**src/rtl/sup_rst_pkg.sv**
```systemverilog
// Package: shared types and helpers for the supervisor reset controller.
// Assumes: nothing beyond IEEE 1800-2017.
package sup_rst_pkg;

    // Watchdog period selection; WD_OFF is also the initial value.
    typedef enum logic [1:0] {
        WD_LONG  = 2'b00,
        WD_MID   = 2'b01,
        WD_SHORT = 2'b10,
        WD_OFF   = 2'b11
    } wd_sel_e;

    // Larger of two tick counts, used to size shared counters.
    function automatic int unsigned tick_max(input int unsigned a, input int unsigned b);
        return (a > b) ? a : b;
    endfunction

endpackage

```
**src/rtl/sup_cs_kick.sv**
```systemverilog
// Module: sup_cs_kick
// Synchronises the chip-select pin and emits a one-cycle kick on the
// rising edge that ends a low pulse of at least KICK_MIN synchronised cycles.
// Assumes: cs_n is asynchronous to clk; KICK_MIN >= 1.
module sup_cs_kick #(
    parameter int unsigned KICK_MIN = 16
) (
    input  logic clk,
    input  logic rst_n,
    input  logic cs_n,
    output logic kick
);
    localparam int unsigned LW = $clog2(KICK_MIN + 1);
    localparam logic [LW-1:0] LOW_SAT = LW'(KICK_MIN);

    logic          sync1, sync2, sync3;
    logic [LW-1:0] low_cnt;

    // Two-flop synchroniser plus one delayed copy for edge detection.
    always_ff @(posedge clk) begin
        if (!rst_n) begin
            sync1 <= 1'b1;
            sync2 <= 1'b1;
            sync3 <= 1'b1;
        end else begin
            sync1 <= cs_n;
            sync2 <= sync1;
            sync3 <= sync2;
        end
    end

    // Counts synchronised low cycles, saturating at the minimum width.
    always_ff @(posedge clk) begin
        if (!rst_n)
            low_cnt <= '0;
        else if (sync2)
            low_cnt <= '0;
        else if (low_cnt != LOW_SAT)
            low_cnt <= low_cnt + 1'b1;
    end

    // Kick on the rising edge of a long enough low pulse.
    always_comb kick = sync2 && !sync3 && (low_cnt == LOW_SAT);

    AST_KICK_SINGLE: assert property (@(posedge clk) disable iff (!rst_n)
        kick |=> !kick);

endmodule

```
**src/rtl/sup_wdog.sv**
```systemverilog
// Module: sup_wdog
// Holds the watchdog selection code and counts the watchdog period.
// Raises expire for one cycle when the period ends without a kick.
// Assumes: rst_in is the merged reset level; the code is cleared only by rst_n.
module sup_wdog
    import sup_rst_pkg::*;
#(
    parameter int unsigned WD_TICKS_00 = 70_000_000,
    parameter int unsigned WD_TICKS_01 = 30_000_000,
    parameter int unsigned WD_TICKS_10 = 10_000_000
) (
    input  logic       clk,
    input  logic       rst_n,
    input  logic       rst_in,
    input  logic       kick,
    input  logic       wr_en,
    input  logic [1:0] wr_code,
    output logic       expire
);
    localparam int unsigned WMAX = tick_max(tick_max(WD_TICKS_00, WD_TICKS_01), WD_TICKS_10);
    localparam int unsigned CW   = $clog2(WMAX + 1);

    wd_sel_e       code;
    logic [CW-1:0] cnt;
    logic [CW-1:0] lim_m1;
    logic          off;

    // Selection register: set to off at initialisation, written by the port.
    always_ff @(posedge clk) begin
        if (!rst_n)
            code <= WD_OFF;
        else if (wr_en)
            code <= wd_sel_e'(wr_code);
    end

    // Last count value of the selected period.
    always_comb begin
        unique case (code)
            WD_LONG:  lim_m1 = CW'(WD_TICKS_00 - 1);
            WD_MID:   lim_m1 = CW'(WD_TICKS_01 - 1);
            WD_SHORT: lim_m1 = CW'(WD_TICKS_10 - 1);
            default:  lim_m1 = '0;
        endcase
    end

    always_comb off = (code == WD_OFF);

    // Expiry is the last counted cycle with nothing restarting the count.
    always_comb expire = !rst_in && !off && !kick && !wr_en && (cnt == lim_m1);

    // Period counter: held at zero in reset, on a kick, on a write or when off.
    always_ff @(posedge clk) begin
        if (!rst_n)
            cnt <= '0;
        else if (rst_in || kick || wr_en || off || expire)
            cnt <= '0;
        else
            cnt <= cnt + 1'b1;
    end

    AST_HELD_IN_RESET: assert property (@(posedge clk) disable iff (!rst_n)
        rst_in |=> (cnt == '0));
    AST_NO_OVERFLOW: assert property (@(posedge clk) disable iff (!rst_n)
        cnt <= lim_m1);
    AST_CODE_WRITE: assert property (@(posedge clk) disable iff (!rst_n)
        wr_en |=> (code == $past(wr_code)) && (cnt == '0));
    AST_OFF_SILENT: assert property (@(posedge clk) disable iff (!rst_n)
        off |-> !expire);

endmodule

```
**src/rtl/sup_rst_stretch.sv**
```systemverilog
// Module: sup_rst_stretch
// Timer that stretches reset: reloaded with the power-up length while
// supply is low, and started with the reset length on a watchdog expiry.
// Assumes: an expiry while the stretch is running is ignored.
module sup_rst_stretch #(
    parameter int unsigned POR_TICKS = 10_000_000,
    parameter int unsigned RST_TICKS = 10_000_000
) (
    input  logic clk,
    input  logic rst_n,
    input  logic supply_ok,
    input  logic wd_expire,
    output logic active
);
    localparam int unsigned TMAX = (POR_TICKS > RST_TICKS) ? POR_TICKS : RST_TICKS;
    localparam int unsigned TW   = $clog2(TMAX + 1);
    localparam logic [TW-1:0] POR_LOAD = TW'(POR_TICKS - 1);
    localparam logic [TW-1:0] RST_LOAD = TW'(RST_TICKS - 1);

    logic [TW-1:0] cnt;

    // Stretch timer: reload on low supply, count down while active, start on expiry.
    always_ff @(posedge clk) begin
        if (!rst_n || !supply_ok) begin
            active <= 1'b1;
            cnt    <= POR_LOAD;
        end else if (active) begin
            if (cnt == '0)
                active <= 1'b0;
            else
                cnt <= cnt - 1'b1;
        end else if (wd_expire) begin
            active <= 1'b1;
            cnt    <= RST_LOAD;
        end
    end

    AST_LOW_SUPPLY_LOAD: assert property (@(posedge clk) disable iff (!rst_n)
        !supply_ok |=> active && (cnt == POR_LOAD));
    AST_RELEASE_AT_ZERO: assert property (@(posedge clk) disable iff (!rst_n)
        (active && supply_ok && cnt == '0) |=> !active);
    AST_EXPIRE_START: assert property (@(posedge clk) disable iff (!rst_n)
        (!active && supply_ok && wd_expire) |=> active && (cnt == RST_LOAD));

endmodule

```
**src/rtl/sup_reset_ctrl.sv**
```systemverilog
// Module: sup_reset_ctrl (top)
// Merges the power-up, low-supply and watchdog reset sources into one
// stretched reset, driven in both polarities.
// Assumes: supply_ok is already clean and digital; cs_n is asynchronous.
module sup_reset_ctrl #(
    parameter int unsigned POR_TICKS   = 10_000_000,
    parameter int unsigned RST_TICKS   = 10_000_000,
    parameter int unsigned WD_TICKS_10 = 10_000_000,
    parameter int unsigned WD_TICKS_01 = 30_000_000,
    parameter int unsigned WD_TICKS_00 = 70_000_000,
    parameter int unsigned KICK_MIN    = 16
) (
    input  logic       clk,
    input  logic       rst_n,
    input  logic       supply_ok,
    input  logic       cs_n,
    input  logic       cfg_wr_en,
    input  logic [1:0] cfg_wr_code,
    output logic       rst_hi,
    output logic       rst_lo_n
);
    logic kick;
    logic wd_expire;
    logic stretch_on;

    sup_cs_kick #(.KICK_MIN(KICK_MIN)) kick_i (
        .clk   (clk),
        .rst_n (rst_n),
        .cs_n  (cs_n),
        .kick  (kick)
    );

    sup_wdog #(
        .WD_TICKS_00 (WD_TICKS_00),
        .WD_TICKS_01 (WD_TICKS_01),
        .WD_TICKS_10 (WD_TICKS_10)
    ) wdog_i (
        .clk     (clk),
        .rst_n   (rst_n),
        .rst_in  (rst_hi),
        .kick    (kick),
        .wr_en   (cfg_wr_en),
        .wr_code (cfg_wr_code),
        .expire  (wd_expire)
    );

    sup_rst_stretch #(.POR_TICKS(POR_TICKS), .RST_TICKS(RST_TICKS)) stretch_i (
        .clk       (clk),
        .rst_n     (rst_n),
        .supply_ok (supply_ok),
        .wd_expire (wd_expire),
        .active    (stretch_on)
    );

    // Low supply acts without a clock; otherwise the stretch timer decides.
    always_comb rst_hi   = !supply_ok || stretch_on;
    // Active-low copy of the same reset.
    always_comb rst_lo_n = !rst_hi;

    AST_EXPIRE_RESETS: assert property (@(posedge clk) disable iff (!rst_n)
        wd_expire |=> rst_hi);

endmodule

```
**config.mk**
```make
export PLATFORM = sky130hd
export DESIGN_NAME = sup_reset_ctrl
export DESIGN_NICKNAME = d
export VERILOG_FILES = /design/src/rtl/sup_rst_pkg.sv /design/src/rtl/sup_cs_kick.sv /design/src/rtl/sup_wdog.sv /design/src/rtl/sup_rst_stretch.sv /design/src/rtl/sup_reset_ctrl.sv
export SDC_FILE = /design/constraint.sdc
export NUM_CORES = 1
export LEC_CHECK = 0
export ABC_AREA = 1
export BUFFER_PORTS_ARGS = -buffer_cell sky130_fd_sc_hd__buf_2
export CAP_MARGIN = 20
export CORE_MARGIN = 2
export CORE_UTILIZATION = 68
export CTS_CLUSTER_DIAMETER = 200
export DETAILED_ROUTE_END_ITERATION = 12
export PLACE_DENSITY = 0.86
export REMOVE_ABC_BUFFERS = 1
export SKIP_CTS_REPAIR_TIMING = 1
export SLEW_MARGIN = 20
export SYNTH_ARGS = -nofsm -noshare
export SYNTH_HDL_FRONTEND = slang
export SYNTH_HIERARCHICAL = 1
export SYNTH_SLANG_ARGS = --single-unit
```
**constraint.sdc**
```tcl
create_clock -name clk -period 3.3 [get_ports clk]
set_input_delay 0.66 -clock clk [delete_from_list [all_inputs] [get_ports clk]]
set_output_delay 0.66 -clock clk [all_outputs]
set_load 0.01 [all_outputs]
```
==> reports/summary.txt <==
Tcrit/Tclk final = 85.2%
Crit Path Category = reg -> reg
Power Density = 361 mW/mm²
Max-slew violation count = 0
Comb pwr share = 4.2%
Min-delay worst type = reg -> reg
Pin count of the biggest net entering global routing = 35
Internal = 1.14 mW
Area leader, netlist = dfxtp_1
All-Layer GR Usage = 28.4%
Global route overflow = 0
Min Tclk post-route = 2810 ps
Outcome = complete, no violations
Die area = 0.00619 mm²
Initial antenna violation count = 0
Placed inst area = 0.00387 mm²
Top cells by area, synth = dfxtp_1 33%, nand2_1 15%, nor2_1 11%
Routed WL = 8.14 mm
Via Count = 3533
Clock sinks = 62
Final core occ = 74.6%
Layout cells sized above 1 = 12.8%
Delay-heaviest family, CP = simple AND/OR/NAND/NOR gates
Antenna fix cells = 0
Post-synthesis register bit count = 62
DRT Pass-1 Iters = 5
Clock skew = 7.55 ps
RSZ-0062 raised after global routing = false
Endpoints failing setup = 0
Least-Margin Pin Slew = 700 ps
DR vias/cell = 5.30
CP Max Fanout = 34
Core area = 0.00544 mm²
Worst path max stage delay = 550 ps
WP data arrival = 3030 ps
Die Ht = 78.7 µm
# port buffers = 8
CP cell instances = inv_1 -> ha_1 -> xnor2_1 -> nand2_1 -> nor2_1 -> nand2_1 -> nor2_1 -> nand2_2 -> inv_1 -> nand2_1 -> nand2_2 -> nand3_1 -> nand2_1 -> nor2_1
CTS root buf = clkbuf_8
Achievable Freq = 356 MHz
Max cap viols = 0
DP HPWL = 6.02 mm
Slew HR = 53.2%
Die width = 78.7 µm
CTS Buf Count = 9
Wire length per cell = 12.2 µm
Clock share of power = 44.1%
Area delta synth->final = 6.89%
Row count = 27
Leak Pwr = 1.62 nW
IO Pins = 9
Synth cell types = 33
CTS H-Tree Depth = 3
WP data required = 3520 ps
Mean post-synth cell area = 6.57 µm²
Psw = 0.326 mW
CP Capture Type = flip-flop
Initial Util = 69.7%
CTS tree = yes
Register area share after synthesis = 32.7%
# DRC = 0
Cell area after layout = 0.00406 mm²
Flop pwr share = 51.7%
Reg clk slew, reported paths = 60 ps
Switch share = 22.2%
Yosys Warn Count = 6
Synth top area share = 32.7%
Vias in the first global route = 3156
Crit start category = flip-flop
DP Cell Count = 652
Most frequent cell on the critical path = nand2_1
Peak VDD IR = 0.294 mV
Cells after synthesis = 577
Clock Latency Late Sink = 340 ps
Final Non-Filler Cells = 667
Gpl congestion = 0.988
Final Hold Vio Count = 0
Max clock buf depth = 2
FILL cells = 429
NumNets Final = 609
Remaining antenna violation count after routing = 0
First-pass GRT wire length = 14.0 mm
Slowest-stage cell, CP = nand2_2
Mapped Area = 0.00379 mm²
Initial DRC Count = 349
Worst Path Buf+Inv = 2
Setup TNS = 0 ps
==> logic make-up after synthesis <==
kind of cell / count (synthesis) / synth area share (%)
compound gates: 30 / 5.11
xor+xnor: 26 / 6.00
fa+ha+maj: 11 / 3.63
buf+inv: 79 / 9.04
flops: 62 / 32.7
simple gates: 369 / 43.5
==> path summary, 6_finish.rpt <==
check | to | from | cells past startpoint | slack (ps)
max | stretch_i/cnt[7]$_SDFFE_PP0P_ | wdog_i/code[0]$_SDFFE_PN1P_ | 14 | 490
min | kick_i/sync2$_SDFF_PN1_ | kick_i/sync1$_SDFF_PN1_ | 1 | 420
max reg2reg | stretch_i/cnt[7]$_SDFFE_PP0P_ | wdog_i/code[0]$_SDFFE_PN1P_ | 14 | 490
min reg2reg | kick_i/sync2$_SDFF_PN1_ | kick_i/sync1$_SDFF_PN1_ | 1 | 420
==> synthesized netlist by cell type <==
cell type / instances
nand2_1: 155
nor2_1: 108
inv_1: 69
dfxtp_1: 62
nand3_1: 46
nor2_2: 20
xor2_1: 18
ha_1: 11
a21oi_1: 9
nand4_1: 8
o21ai_0: 8
xnor2_1: 8
nand2_2: 7
a21oi_2: 6
nor3_1: 6
nand3b_2: 5
buf_6: 3
nand3b_1: 3
nor2_4: 3
o21ai_1: 3
buf_8: 2
inv_2: 2
nand2_4: 2
nor3_2: 2
o211ai_2: 2
or2_1: 2
buf_2: 1
clkbuf_1: 1
clkinv_1: 1
nand3_2: 1
o211ai_1: 1
o21ai_2: 1
or2_2: 1
==> state kept, by name, summed over array words and instances, names as in the netlist <==
name and count:
stretch_i/cnt 24, kick_i/sync3 1, kick_i/sync1 1, wdog_i/cnt 27, wdog_i/code 2, kick_i/sync2 1
kick_i/low_cnt 5, stretch_i/active 1
==> cell type report <==
class	count	area (µm²)	share of cell area (%)
Inverter	72	270	6.66
Multi-Input combinational cell	436	2210	54.5
Timing Repair Buffer	10	55.1	1.36
Clock inverter	4	47.5	1.17
Clock buffer	11	141	3.49
Tap cell	72	90.1	2.22
Sequential cell	62	1240	30.6
==> cell usage in the layout, fill, tap and decap left out <==
cell and count:
a21oi_1 9, a21oi_2 6, buf_2 8, buf_4 2
bufinv_16 1, clkbuf_1 1, clkbuf_8 10, clkinv_1 1
clkinv_2 2, clkinvlp_4 1, dfxtp_1 62, ha_1 11
inv_1 69, inv_2 2, nand2_1 155, nand2_2 7
nand2_4 2, nand3_1 46, nand3_2 1, nand3b_1 3
nand3b_2 5, nand4_1 8, nor2_1 108, nor2_2 20
nor2_4 3, nor3_1 6, nor3_2 2, o211ai_1 1
o211ai_2 2, o21ai_0 8, o21ai_1 3, o21ai_2 1
or2_1 2, or2_2 1, xnor2_1 8, xor2_1 18
==> routing by layer <==
metal | wire length, µm | vias to the layer above | GRT usage (%)
li1 | - | 1813 | -
met1 | 3830 | 1573 | 38.4
met2 | 3610 | 123 | 44.5
met3 | 514 | 24 | 5.00
met4 | 186 | 0 | 12.5
met5 | 0 | - | 0
==> per-stage QoR <==
step / hold WS (ps) / power (mW) / setup slack, ps
final: 422 / 1.46 / 490
after global routing: 462 / 1.52 / 155
after CTS: 423 / 1.48 / 543
after detailed placement: 405 / 0.835 / 552
after global placement: 394 / 0.833 / 661
after floorplan: 385 / 0.818 / 867
==> power groups by stage <==
stage | sequential, mW | clock, mW | combinational, mW
finish | 0.758 | 0.646 | 0.0613
global route | 0.758 | 0.689 | 0.0707
CTS | 0.758 | 0.657 | 0.0610
detailed placement | 0.775 | 0 | 0.0603
global placement | 0.774 | 0 | 0.0586
floorplan | 0.773 | 0 | 0.0446
(Power assumes the default switching activity.)
